`config.mk`:
```
export PLATFORM = sky130hd
export DESIGN_NAME = cs_capture_buf
export DESIGN_NICKNAME = d
export VERILOG_FILES = /design/src/rtl/cs_pkg.sv /design/src/rtl/cs_frame_gate.sv /design/src/rtl/cs_shadow.sv /design/src/rtl/cs_host_bank.sv /design/src/rtl/cs_capture_buf.sv
export SDC_FILE = /design/constraint.sdc
export NUM_CORES = 1
export LEC_CHECK = 0
export BUFFER_PORTS_ARGS = -buffer_cell sky130_fd_sc_hd__buf_2
export CAP_MARGIN = 20
export CORE_ASPECT_RATIO = 0.75
export CORE_MARGIN = 2
export CORE_UTILIZATION = 60
export DETAILED_ROUTE_END_ITERATION = 10
export PLACE_DENSITY = 0.82
export REMOVE_ABC_BUFFERS = 1
export SETUP_SLACK_MARGIN = 0.3
export SYNTH_ARGS = -nofsm -noshare
export SYNTH_HDL_FRONTEND = slang
export SYNTH_SLANG_ARGS = --single-unit
```
`constraint.sdc`:
```
create_clock -name clk -period 6.7 [get_ports clk]
set_clock_uncertainty 0.1 [all_clocks]
set_input_delay 1.34 -clock clk [delete_from_list [all_inputs] [get_ports clk]]
set_output_delay 1.34 -clock clk [all_outputs]
set_load 0.005 [all_outputs]
```
`src/rtl/cs_pkg.sv`:
```
package cs_pkg;
  // Subframe type code carried with every beat
  typedef enum logic [1:0] {
    SF_START = 2'b00,  // first channel, block start
    SF_CHA   = 2'b01,  // first channel
    SF_CHB   = 2'b10,  // second channel
    SF_CHB2  = 2'b11   // second channel, alternate code
  } sf_kind_e;
endpackage

```
`src/rtl/cs_frame_gate.sv`:
```
module cs_frame_gate
  import cs_pkg::*;
(
  input  logic       beat_ok,
  input  logic [1:0] kind,
  output logic       a_start,
  output logic       a_data
);
  sf_kind_e k;
  always_comb begin
    k       = sf_kind_e'(kind);
    a_start = beat_ok && (k == SF_START);
    a_data  = beat_ok && (k == SF_CHA);
  end
endmodule

```
`src/rtl/cs_shadow.sv`:
```
module cs_shadow #(
  parameter int BLK_BITS = 192
) (
  input  logic                clk,
  input  logic                rst_n,
  input  logic                a_start,
  input  logic                a_data,
  input  logic                cs_bit,
  output logic                commit,
  output logic [BLK_BITS-1:0] blk_next
);
  localparam int CNT_W = $clog2(BLK_BITS + 1);
  localparam int IDX_W = $clog2(BLK_BITS);

  logic                active_q;
  logic [CNT_W-1:0]    cnt_q;
  logic [CNT_W-1:0]    cnt_nx;
  logic [BLK_BITS-1:0] shd_q;
  logic [IDX_W-1:0]    wr_idx;
  logic                wr_en;

  always_comb begin
    wr_en  = a_start || (a_data && active_q);
    wr_idx = a_start ? '0 : cnt_q[IDX_W-1:0];
    cnt_nx = a_start ? CNT_W'(1) : cnt_q + CNT_W'(1);
    commit = wr_en && (cnt_nx == CNT_W'(BLK_BITS));
    blk_next = shd_q;
    if (wr_en) blk_next[wr_idx] = cs_bit;
  end

  always_ff @(posedge clk) begin
    if (!rst_n) begin
      active_q <= 1'b0;
      cnt_q    <= '0;
      shd_q    <= '0;
    end else begin
      shd_q <= blk_next;
      if (commit) begin
        active_q <= 1'b0;
        cnt_q    <= '0;
      end else if (wr_en) begin
        active_q <= 1'b1;
        cnt_q    <= cnt_nx;
      end
    end
  end
endmodule

```
`src/rtl/cs_host_bank.sv`:
```
module cs_host_bank #(
  parameter int BLK_BITS = 192,
  parameter int ADDR_W   = 5
) (
  input  logic                clk,
  input  logic                rst_n,
  input  logic                commit,
  input  logic [BLK_BITS-1:0] blk_in,
  input  logic                clr_we,
  input  logic                clr_bit,
  input  logic [ADDR_W-1:0]   rd_addr,
  output logic [7:0]          rd_data,
  output logic                irq,
  output logic [BLK_BITS-1:0] host_q
);
  localparam int BYTES = BLK_BITS / 8;

  logic [7:0] byte_v [BYTES];
  logic       irq_q;

  for (genvar b = 0; b < BYTES; b++) begin : g_byte
    assign byte_v[b] = host_q[b*8 +: 8];
  end

  always_comb begin
    rd_data = '0;
    if (int'(rd_addr) < BYTES) rd_data = byte_v[rd_addr];
  end

  always_ff @(posedge clk) begin
    if (!rst_n) begin
      host_q <= '0;
      irq_q  <= 1'b0;
    end else begin
      if (commit) host_q <= blk_in;
      if (commit && (blk_in != host_q)) irq_q <= 1'b1;
      else if (clr_we && clr_bit)       irq_q <= 1'b0;
    end
  end

  assign irq = irq_q;
endmodule

```
`src/rtl/cs_capture_buf.sv`:
```
module cs_capture_buf #(
  parameter int BLK_BITS = 192,
  parameter int ADDR_W   = 5
) (
  input  logic              clk,
  input  logic              rst_n,
  input  logic              in_valid,
  output logic              in_ready,
  input  logic [1:0]        in_pre,
  input  logic              in_cs,
  input  logic [ADDR_W-1:0] rd_addr,
  output logic [7:0]        rd_data,
  input  logic              clr_we,
  input  logic              clr_bit,
  output logic              chg_irq
);
  logic                ready_q;
  logic                a_start, a_data, commit;
  logic [BLK_BITS-1:0] blk_next, host_q;

  always_ff @(posedge clk) begin
    if (!rst_n) ready_q <= 1'b0;
    else        ready_q <= 1'b1;
  end
  assign in_ready = ready_q;

  cs_frame_gate u_gate (
    .beat_ok (in_valid && ready_q),
    .kind    (in_pre),
    .a_start (a_start),
    .a_data  (a_data)
  );

  cs_shadow #(.BLK_BITS(BLK_BITS)) u_shadow (
    .clk      (clk),
    .rst_n    (rst_n),
    .a_start  (a_start),
    .a_data   (a_data),
    .cs_bit   (in_cs),
    .commit   (commit),
    .blk_next (blk_next)
  );

  cs_host_bank #(.BLK_BITS(BLK_BITS), .ADDR_W(ADDR_W)) u_host (
    .clk     (clk),
    .rst_n   (rst_n),
    .commit  (commit),
    .blk_in  (blk_next),
    .clr_we  (clr_we),
    .clr_bit (clr_bit),
    .rd_addr (rd_addr),
    .rd_data (rd_data),
    .irq     (chg_irq),
    .host_q  (host_q)
  );
endmodule

```
==> impl_results.md <==
* Status: completed
* Starting density of the core at 61.0%
* Max-Cap Viols at 0
* Simple-gate share of the synthesized area at 20.7%
* Metal3 WL at 12400 µm
* First-pass GRT wire length at 113000 µm
* Share of flip-flops with an asynchronous set or reset at 0%
* RSZ-0062 raised after global routing: false
* DIE AREA at 34500 µm²
* Leak at 7.02 nW
* Switch Pwr at 0.00114 W
* Top post-synthesis cells by area: dfxtp_1, nor2_1, mux2i_1, a211oi_1, mux4_2
* ANT nets after route at 0
* H-tree Lvls at 2
* Total Neg Setup Slack at 0 ps
* WL met1 at 30100 µm
* Hold Path Class: reg -> reg
* Final setup viols at 0
* Syn Std Cell Area at 19800 µm²
* Internal at 0.00372 W
* GPL Wtd Cong at 1.07
* Initial antenna violation count at 7
* CP Launch Type: input port
* Clock transition at path regs at 60 ps
* Root Driver: clkbuf_16
* Max Fclk at 185 MHz
* Yosys reg bits at 395
* DP Area at 20200 µm²
* Tot Pwr at 0.00486 W
* Die height at 161 µm
* Worst-skew pair later-pin latency at 570 ps
* Fillers at 2579
* Slew @ Worst Pin at 1110 ps
* Synth Area in Compound Gates at 14.7%
* Switching share of power at 23.4%
* GRT Overall Usage at 45.3%
* Iteration-0 DRC Markers at 3080
* Fin cells at 2645
* FP Rows at 57
* Slew HR at 25.9%
* Multiplexer area fraction after synthesis at 14.9%
* Largest family of logic cells by synthesized area: simple AND/OR/NAND/NOR gates
* Critical path startpoint: in_pre[1]
* Count leader, synth: nor2_1
* WS Path Type: in -> reg
* Power per cell area at 225 nW/µm²
* Die Wd at 214 µm
* WL met2 at 30500 µm
* WL/cell at 29.5 µm
* CP Capture Type: register
* Post-Synthesis Cells at 2239
* Hold Startpoint: u_shadow.shd_q[10]
* Clock Sinks at 395
* Mean Syn Cell Area at 8.84 µm²
* Crit path time final at 5420 ps
* Worst vdd ir at 0.192 mV
* Reg area at 7910 µm²
* DR top layer: met5
* Synth area leader: dfxtp_1
* Post-synth EDFFs at 0
* DRC at 0
* Buffers on Ports at 22
* Flop pwr share at 48.4%
* Final wirelength at 77900 µm
* Crit Path Max Fanout at 12
* CTS tree: built
* CP Data Arrival Time at 5720 ps
* Most common library cells after synthesis: nor2_1, dfxtp_1, a211oi_1, mux2i_1, clkbuf_1
* Synth cell types at 85
* Syn. warnings at 0
* Vias at 18333
* Synth Area in Adders at 0.0632%
* CTS Buf Count at 40
* Clock group share of total power at 48.2%
* Final slew viol count at 0
* Final HPWL DP at 54800 µm
* Hold Violations, Final at 0
* Multi-input logic area at 11000 µm²
* Hold buffers post-CTS at 0
* Tcrit/Tclk final at 80.8%
* Io pins at 23
* Clock tree buffer depth at 3
* Fraction of synthesized cell area in xor and xnor cells at 5.31%
* Logic pwr share at 3.4%
* Placed Cells incl. Taps at 2572
* Core area at 32400 µm²
* Gr ovfl total at 0
* Seq/Total Area, Yosys at 39.9%
* Largest net degree at the start of global routing at 150
* Reg-to-Reg Start: u_shadow.cnt_q[1]
* Critical Path RT at 7000 ps
* Layout overhead on the synthesized area at 8.87%
* Pre-antenna DRT Iters at 6
* Via count of the first global-routing pass at 17029
* Via density at 6.93
* Synth Flop Type: dfxtp_1
* Setup Buffers After CTS at 0
* Share of cells above drive strength 1 at 10.2%
* Final nets at 2186
* Post-cts resize count at 0
* Post-synth top area share at 39.9%
* Design area at 21600 µm²
## worst max-delay path, stage by stage
cell and delay [ps]:
buf_2 120, and3b_1 470, buf_4 270, nand4_1 610, nor2_1 570, mux2i_1 360, nor2_1 80, a211oi_1 430
nand4_1 310, or4_1 550, nor4_1 450, a221oi_1 140
## cells by family (layout without fill, tap and decap cells)
kind of cell	Yosys count	count (layout)
buffers and inverters	213	175
AOI/OAI and AO/OA	408	408
other	0	2
xor gates and xnor gates	120	120
adders and majority gates	1	1
and+or+nand+nor	878	878
muxes	224	224
DFF	395	395
## stage by stage
stage | hold slack [ps] | utilization [%] | setup WS (ps)
after floorplan | 368 | - | -18750
after global placement | 391 | 62.2 | 914
after detailed placement | 404 | 62.3 | 906
after CTS | 412 | 66.4 | 1490
after global routing | 435 | 66.4 | 1220
final | 418 | 66.4 | 1280
## registers in the layout (all words and copies together), names as in the netlist
signal             cells
u_host.host_q        192
u_shadow.shd_q       192
u_shadow.cnt_q         8
in_ready               1
u_host.irq             1
u_shadow.active_q      1
## cell type report
class / count / area share (%)
diodes: 2 / 0.0232
clock buffers: 58 / 5.42
clock inverters: 13 / 0.807
inverters: 28 / 0.522
multi-input cells: 1631 / 51.2
flip-flops and latches: 395 / 36.7
well taps: 442 / 2.57
repair buffers: 76 / 2.76
## layer usage
| layer | track usage, % | vias to the layer above |
|---|---|---|
| li1 | - | 7920 |
| met1 | 61.2 | 8661 |
| met4 | 22.9 | 4 |
| met5 | 0 | - |
| met3 | 18.7 | 329 |
| met2 | 61.7 | 1419 |
## layout by cell type, fill, tap and decap left out, drive strengths merged, types with 9 or more instances in the layout
| cell | count |
|---|---|
| or4 | 10 |
| nand3 | 18 |
| nor3b | 13 |
| xor2 | 59 |
| and2 | 9 |
| dfxtp | 395 |
| a211oi | 178 |
| o21ai | 41 |
| mux2i | 167 |
| o22ai | 18 |
| nand4 | 37 |
| a2111oi | 14 |
| o211ai | 9 |
| a21oi | 56 |
| or3 | 10 |
| o2111ai | 12 |
| o22a | 11 |
| clkbuf | 58 |
| xnor2 | 61 |
| nor3 | 53 |
| inv | 31 |
| mux4 | 56 |
| buf | 76 |
| nor2 | 567 |
| nor4 | 18 |
| nand2b | 16 |
| nand2 | 66 |
## power groups by stage
stage	Sequential, W	Combinational [W]	Clock (W)
6_report	0.00235	0.000165	0.00234
5_1_grt	0.00235	0.000168	0.00243
4_1_cts	0.00235	0.000157	0.00233
3_5_place_dp	0.00240	0.000157	0
3_3_place_gp	0.00240	0.000155	0
2_1_floorplan	0.00240	0.0000621	0
## path summary, 6_finish.rpt
path	end	slack (ps)	cells past startpoint
worst max register to register	u_host.irq	1510	10
worst max-delay path	u_host.irq	1280	12
worst min-delay path	u_shadow.shd_q[10]	420	2
worst min register to register	u_shadow.shd_q[10]	420	2
(Power assumes the default switching activity.)
